===== src/rtl/zpbit_pkg.sv =====
package zpbit_pkg;

    localparam int DATA_W = 8;
    localparam int IDX_W  = $clog2(DATA_W);
    localparam logic [3:0] HANDLED_LOW = 4'h7;

    typedef enum logic [2:0] {
        PH_IDLE,
        PH_FETCH_OP,
        PH_FETCH_ZP,
        PH_READ,
        PH_HOLD,
        PH_WRITE
    } phase_e;

    typedef struct packed {
        logic             legal;
        logic             set;
        logic [IDX_W-1:0] idx;
    } bitop_s;

    function automatic bitop_s decode_op(input logic [DATA_W-1:0] op);
        bitop_s d;
        d.legal = (op[3:0] == HANDLED_LOW);
        d.set   = op[7];
        d.idx   = op[6:4];
        return d;
    endfunction

endpackage


===== src/rtl/zpbit_decode.sv =====
module zpbit_decode
    import zpbit_pkg::*;
(
    input  logic [DATA_W-1:0] opcode,
    output bitop_s            op
);
    assign op = decode_op(opcode);
endmodule


===== src/rtl/zpbit_modify.sv =====
module zpbit_modify #(
    parameter int DATA_W = 8,
    parameter int IDX_W  = 3
) (
    input  logic [DATA_W-1:0] din,
    input  logic [IDX_W-1:0]  idx,
    input  logic              set,
    output logic [DATA_W-1:0] dout
);
    for (genvar i = 0; i < DATA_W; i++) begin : g_bit
        assign dout[i] = (idx == IDX_W'(i)) ? set : din[i];
    end
endmodule


===== src/rtl/zpbit_ctrl.sv =====
module zpbit_ctrl
    import zpbit_pkg::*;
#(
    parameter int CYC_W = 4
) (
    input  logic             clk,
    input  logic             rst,
    input  logic             start,
    output phase_e           phase,
    output logic             launch,
    output logic [CYC_W-1:0] cycles
);
    phase_e phase_n;

    assign launch = start && (phase == PH_IDLE);

    always_comb begin
        case (phase)
            PH_IDLE:     phase_n = launch ? PH_FETCH_OP : PH_IDLE;
            PH_FETCH_OP: phase_n = PH_FETCH_ZP;
            PH_FETCH_ZP: phase_n = PH_READ;
            PH_READ:     phase_n = PH_HOLD;
            PH_HOLD:     phase_n = PH_WRITE;
            default:     phase_n = PH_IDLE;
        endcase
    end

    always_ff @(posedge clk) begin
        if (rst) begin
            phase  <= PH_IDLE;
            cycles <= '0;
        end else begin
            phase <= phase_n;
            if (launch)
                cycles <= CYC_W'(1);
            else if (phase != PH_IDLE && phase != PH_WRITE)
                cycles <= cycles + CYC_W'(1);
        end
    end
endmodule


===== src/rtl/zpbit_seq.sv =====
module zpbit_seq
    import zpbit_pkg::*;
#(
    parameter int ADDR_W = 16,
    parameter int CYC_W  = 4
) (
    input  logic              clk,
    input  logic              rst,
    input  logic              start,
    input  logic [ADDR_W-1:0] pc_in,
    input  logic [DATA_W-1:0] status_in,
    output logic [ADDR_W-1:0] mem_addr,
    input  logic [DATA_W-1:0] mem_rdata,
    output logic [DATA_W-1:0] mem_wdata,
    output logic              mem_we,
    output logic              done,
    output logic              illegal,
    output logic [ADDR_W-1:0] pc_out,
    output logic [DATA_W-1:0] status_out,
    output logic [CYC_W-1:0]  cycles
);
    localparam int PAGE_W = ADDR_W - DATA_W;
    localparam logic [ADDR_W-1:0] INSN_LEN = ADDR_W'(2);

    phase_e            phase;
    logic              launch;
    logic [ADDR_W-1:0] pc_q;
    logic [DATA_W-1:0] st_q;
    logic [DATA_W-1:0] op_q;
    logic [DATA_W-1:0] zp_q;
    logic [DATA_W-1:0] dat_q;
    bitop_s            dec;
    logic [DATA_W-1:0] mod_byte;
    logic              in_write;

    zpbit_ctrl #(.CYC_W(CYC_W)) u_ctrl (
        .clk    (clk),
        .rst    (rst),
        .start  (start),
        .phase  (phase),
        .launch (launch),
        .cycles (cycles)
    );

    zpbit_decode u_dec (
        .opcode (op_q),
        .op     (dec)
    );

    zpbit_modify #(.DATA_W(DATA_W), .IDX_W(IDX_W)) u_mod (
        .din  (dat_q),
        .idx  (dec.idx),
        .set  (dec.set),
        .dout (mod_byte)
    );

    always_ff @(posedge clk) begin
        if (rst) begin
            pc_q  <= '0;
            st_q  <= '0;
            op_q  <= '0;
            zp_q  <= '0;
            dat_q <= '0;
        end else begin
            if (launch) begin
                pc_q <= pc_in;
                st_q <= status_in;
            end
            case (phase)
                PH_FETCH_ZP: op_q  <= mem_rdata;
                PH_READ:     zp_q  <= mem_rdata;
                PH_HOLD:     dat_q <= mem_rdata;
                default: ;
            endcase
        end
    end

    always_comb begin
        case (phase)
            PH_FETCH_OP: mem_addr = pc_q;
            PH_FETCH_ZP: mem_addr = pc_q + ADDR_W'(1);
            PH_READ:     mem_addr = {{PAGE_W{1'b0}}, mem_rdata};
            PH_HOLD,
            PH_WRITE:    mem_addr = {{PAGE_W{1'b0}}, zp_q};
            default:     mem_addr = pc_q;
        endcase
    end

    assign in_write   = (phase == PH_WRITE);
    assign done       = in_write;
    assign mem_we     = in_write && dec.legal;
    assign illegal    = in_write && !dec.legal;
    assign mem_wdata  = mod_byte;
    assign pc_out     = pc_q + (dec.legal ? INSN_LEN : '0);
    assign status_out = st_q;
endmodule


===== config.mk =====
export PLATFORM = sky130hd
export DESIGN_NAME = zpbit_seq
export DESIGN_NICKNAME = d
export VERILOG_FILES = /design/src/rtl/zpbit_pkg.sv /design/src/rtl/zpbit_decode.sv /design/src/rtl/zpbit_modify.sv /design/src/rtl/zpbit_ctrl.sv /design/src/rtl/zpbit_seq.sv
export SDC_FILE = /design/constraint.sdc
export NUM_CORES = 1
export LEC_CHECK = 0
export ABC_CLOCK_PERIOD_IN_PS = 2050
export BUFFER_PORTS_ARGS = -buffer_cell sky130_fd_sc_hd__buf_2
export CORE_ASPECT_RATIO = 2
export CORE_MARGIN = 2
export CORE_UTILIZATION = 52
export CTS_CLUSTER_DIAMETER = 100
export DETAILED_ROUTE_END_ITERATION = 6
export GPL_ROUTABILITY_DRIVEN = 0
export PLACE_DENSITY = 0.84
export RECOVER_POWER = 50
export SETUP_SLACK_MARGIN = 0.5
export SYNTH_ARGS = -nofsm -noshare
export SYNTH_HDL_FRONTEND = slang
export SYNTH_SLANG_ARGS = --single-unit

===== constraint.sdc =====
create_clock -name clk -period 2.05 [get_ports clk]
set_input_delay 0.41 -clock clk [delete_from_list [all_inputs] [get_ports clk]]
set_output_delay 0.41 -clock clk [all_outputs]
set_load 0.03 [all_outputs]

==> results of run 1 <==
## stage by stage
stage	util	std cells	hold slack (ns)	TNS (ns)
after detailed placement	0.750	562	0.446	-0.0207
after floorplan	-	402	0.432	0
after global placement	0.750	562	0.439	0
## Yosys cell counts (all sizes together), types with 2 or more instances
cell type	instances	area share
clkbuf	12	0.015
a22oi	2	0.0049
nand2b	4	0.0082
nor3	10	0.017
buf	22	0.040
a31oi	2	0.0041
and3	7	0.014
nor2	15	0.022
nand3	13	0.021
inv	3	0.0037
a21oi	55	0.091
dfxtp	55	0.36
xnor2	8	0.023
mux2i	8	0.026
ha	4	0.017
nor2b	2	0.0041
nand4	6	0.012
and4	3	0.0087
o211ai	2	0.0049
and2	5	0.010
o22a	2	0.0058
mux2	9	0.033
nand2	115	0.14
nor3b	2	0.0066
xor2	9	0.026
nand3b	3	0.0074
o21ai	6	0.0099
## logic make-up after synthesis
family / after synthesis / synth area share
and+or+nand+nor: 191 / 0.297
adders and majority gates: 4 / 0.0165
muxes: 17 / 0.0598
buffers and inverters: 37 / 0.0590
DFF: 55 / 0.363
AOI/OAI and AO/OA: 81 / 0.156
xor gates and xnor gates: 17 / 0.0491
==> flow_summary.toml, run 1 <==
[outcome]
stop_stage = "clock tree synthesis (4_1_cts)"
firstError = "[ERROR DPL-0033] detailed placement checks failed during check placement."
outcome = "did not finish"

[logic_synthesis]
synthCells = 402
syn-num-nets = 441
synthesis.area_sq_mm = 0.00303
synth_seq_cells = 55
synth.distinct_cells = 51
synth_ff_type = "dfxtp_1"
synth_edf_count = 0
yosysWarnings = 0
async_reset_ff_frac = 0
syn_avg_cell_area_sq_um = 7.54
ys_seq_area_frac = 0.363

[placed_design]
placed_cell_area_sq_mm = 0.00425
post-place-ws_ns = -0.0122
port_buffers = 89
hpwl_microns = 7030

[clocking]
clock_sinks = 55
clockBufferDepth = 2
cts-root-buf = "clkbuf_16"
cts_hold_buf = 0
cts_buffers = 5
cts-resized-gates = 241
postCtsSetupRepairBufs = 32
cts-htree-levels = 2

[floorplanning]
initial_core_util = 0.536
die_h_microns = 112
dieWidth_microns = 58
ios = 90
std_cell_rows = 39
==> run 2: changes to the inputs <==
--- a/config.mk
+++ b/config.mk
@@ -7,15 +7,12 @@
 export LEC_CHECK = 0
 export ABC_CLOCK_PERIOD_IN_PS = 2050
 export BUFFER_PORTS_ARGS = -buffer_cell sky130_fd_sc_hd__buf_2
-export CORE_ASPECT_RATIO = 2
 export CORE_MARGIN = 2
-export CORE_UTILIZATION = 52
-export CTS_CLUSTER_DIAMETER = 100
+export CORE_UTILIZATION = 40
 export DETAILED_ROUTE_END_ITERATION = 6
 export GPL_ROUTABILITY_DRIVEN = 0
-export PLACE_DENSITY = 0.84
+export PLACE_DENSITY_LB_ADDON = 0.15
 export RECOVER_POWER = 50
-export SETUP_SLACK_MARGIN = 0.5
 export SYNTH_ARGS = -nofsm -noshare
 export SYNTH_HDL_FRONTEND = slang
 export SYNTH_SLANG_ARGS = --single-unit
==> run 2 against run 1 <==
Effect of this change: the flow now finishes, with violations (setup timing); synthesized cell count stayed put; synthesized area did not move.
==> flow_summary.toml, run 2 <==
[finish]
n_fill_cell = 675
final_util = 0.626
ff_latch_area_sq_mm = 0.00112
layout-drive-gt1-share = 0.436
syn2layout_area_growth_pct = 50.6
layout_commonest_cell = "nand2_1"
layout.cells.non_filler = 622
largest_reg_flops = 16
num-nets-final = 561
layout_common_cells = "108 x nand2_1, 54 x buf_4, 50 x a21oi_1, 47 x buf_2, 43 x dfxtp_1"
regMostFlops = "pc_q"
multi_input_area_sq_mm = 0.00214
design_area_sq_mm = 0.00457
n_antenna_cell = 0

[hold_path]
min_path_cells = 3
hold_path.class = "in -> reg"

[timing]
slew_headroom = 0.664
fin_hold_ws_ns = 0.313
setup_viol = 30
fin_skew_ns = 0.00414
tightest_slew_ns = 0.504
fin_crit_sh = 1.12
fin_crit_ns = 2.30
rsz0062_at_grt = "yes"
finalMaxSlewViolations = 0
timing.fmax_ghz = 0.435
timing.final.ws_setup_ns = -0.246
timing_hold_violations_final = 0
tns_ns = -4.32

[setup_path]
crit_cells = 7
critPathMaxFanout = 6
endpoint_kind = "output port"
crit_arrival_ns = 1.89
crit_family = "simple AND/OR/NAND/NOR gates"
reg2reg_depth = 7
path_cells = "and4b_2 > ha_4 > ha_4 > nand3_4 > nor3_4 > xor2_2 > buf_6"
crit_type = "reg -> out"
worst_path_most_repeated_cell = "ha_4"
cpMaxStageDelayCell = "dfxtp_1"
cp-start-kind = "flop"
cp.required_ns = 1.64
crit_buf_inv = 1
cpPeakStageDelay_ns = 0.32

[floorplanning]
core_sq_mm = 0.00729
design.die.area_sq_mm = 0.00829
die_h_microns = 91.1
ios = 90
initial_core_util = 0.416
dieWidth_microns = 91.1
std_cell_rows = 31

[power_and_ir_drop]
combPwrFrac = 0.479
swShare = 0.399
p_seq_frac = 0.348
p_per_area_mw_per_mm2 = 827
clockPowerShare = 0.173
p_total_mw = 3.78
internal_power_mw = 2.27
peakVddDrop_uv = 406
p_leak_nw = 1.88
netSwitchingPower_mw = 1.51

[logic_synthesis]
synth.area.top_cells = "dfxtp_1 36%, nand2_1 14%, a21oi_1 9.1%, mux2_2 3.3%, mux2i_1 2.6%"
synth_edf_count = 0
synthTopCellsByCount = "115 x nand2_1, 55 x a21oi_1, 55 x dfxtp_1"
synth_seq_cells = 55
synth_top_area_frac = 0.363
syn_avg_cell_area_sq_um = 7.54
ys_seq_area_frac = 0.363
syn-num-nets = 441
synth_ff_type = "dfxtp_1"
synthesis.area_sq_mm = 0.00303
synthCells = 402
synth.most_common_cell = "nand2_1"
yosysWarnings = 0
yosysTopAreaCell = "dfxtp_1"
synth.distinct_cells = 51
async_reset_ff_frac = 0

[outcome]
outcome = "finished with violations"
violations = "setup timing"

[grt]
grt_overflow = 0
grt_use_total = 0.210
grt_max_degree = 56
grt_pass1_vias = 3012
grt_antenna_before_repair = 0
grt_pass1_wl_microns = 14400

[placed_design]
port_buffers = 89
place_inst = 589
hpwl_microns = 6170
post-place-ws_ns = -0.146
placed_cell_area_sq_mm = 0.00383

[clocking]
insertion_delay_ns = 0.31
cts-root-buf = "clkbuf_8"
cts_hold_buf = 0
clock_sinks = 55
cts_tree = "done"
cts-htree-levels = 2
cts.reportedPaths.clkPinSlew_ns = 0.10
clockBufferDepth = 2
cts_buffers = 5

[routing]
antenna_left = 0
dr_total_vias = 3230
detail_route.wl_per_cell_microns = 14.6
totalWireLength_microns = 9100
drtPass1Iterations = 4
drtIter0Drc = 149
viasPerCell = 5.19
post-route-drc-count = 0

[flow_run]
maxCapViolCount = 0
==> run 2: cell counts after synthesis <==
Identical to the previous run, type by type.
==> run 2: worst reg2reg max path, stage by stage (launching register included) <==
cell and delay [ns]:
dfxtp_1 0.49, buf_12 0.15, clkbuf_1 0.16, buf_4 0.16, xor2_1 0.21, o21ai_0 0.13, xor2_1 0.15, nor3_1 0.17
==> run 2: layout make-up <==
| cell class | instances | share of cell area |
|---|---|---|
| flip-flops and latches | 55 | 0.246 |
| clock inverters | 2 | 0.00356 |
| well taps | 99 | 0.0271 |
| clock buffers | 6 | 0.0181 |
| multi-input cells | 310 | 0.469 |
| inverters | 3 | 0.00247 |
| repair buffers | 147 | 0.234 |
==> run 2: worst paths after layout <==
kind | start | to | slack (ns)
worst max-delay path | op_q[3] | pc_out[11] | -0.25
worst max register to register | u_ctrl.phase[0] | u_ctrl.cycles[2] | 0.35
worst min register to register | dat_q[2] | dat_q[2] | 0.46
worst min-delay path | pc_in[7] | pc_q[7] | 0.31
==> run 2: repair_timing <==
action                                  in CTS  in global routing
setup buffers                               11                 14
endpoints found under the setup margin      30                 32
gates resized for setup                     95                 46
pin swaps                                   19                 22
==> run 2: logic make-up (layout without fill, tap and decap cells) <==
group | after synthesis | in the layout | synth area share
AOI/OAI and AO/OA | 81 | 81 | 0.156
muxes | 17 | 17 | 0.0598
and+or+nand+nor | 191 | 191 | 0.297
buffers and inverters | 37 | 158 | 0.0590
xor gates and xnor gates | 17 | 17 | 0.0491
adders and majority gates | 4 | 4 | 0.0165
DFF | 55 | 55 | 0.363
==> run 2: power by group through the flow <==
stage | clock (mW) | sequential (mW) | combinational [mW]
after floorplan | 0 | 1.35 | 0.957
after global placement | 0 | 1.31 | 1.39
after detailed placement | 0 | 1.32 | 1.41
after CTS | 0.659 | 1.31 | 1.63
after global routing | 0.709 | 1.33 | 1.93
final | 0.654 | 1.31 | 1.81
==> run 2: metal layers <==
layer,vias to the layer above,track usage,part of all wire
met3,7,0.0340,0.048
met4,0,0.0505,0.0071
met1,1534,0.272,0.44
met2,82,0.365,0.50
met5,-,0,0
li1,1607,-,-
No activity file was read; power rests on OpenSTA's default activity.
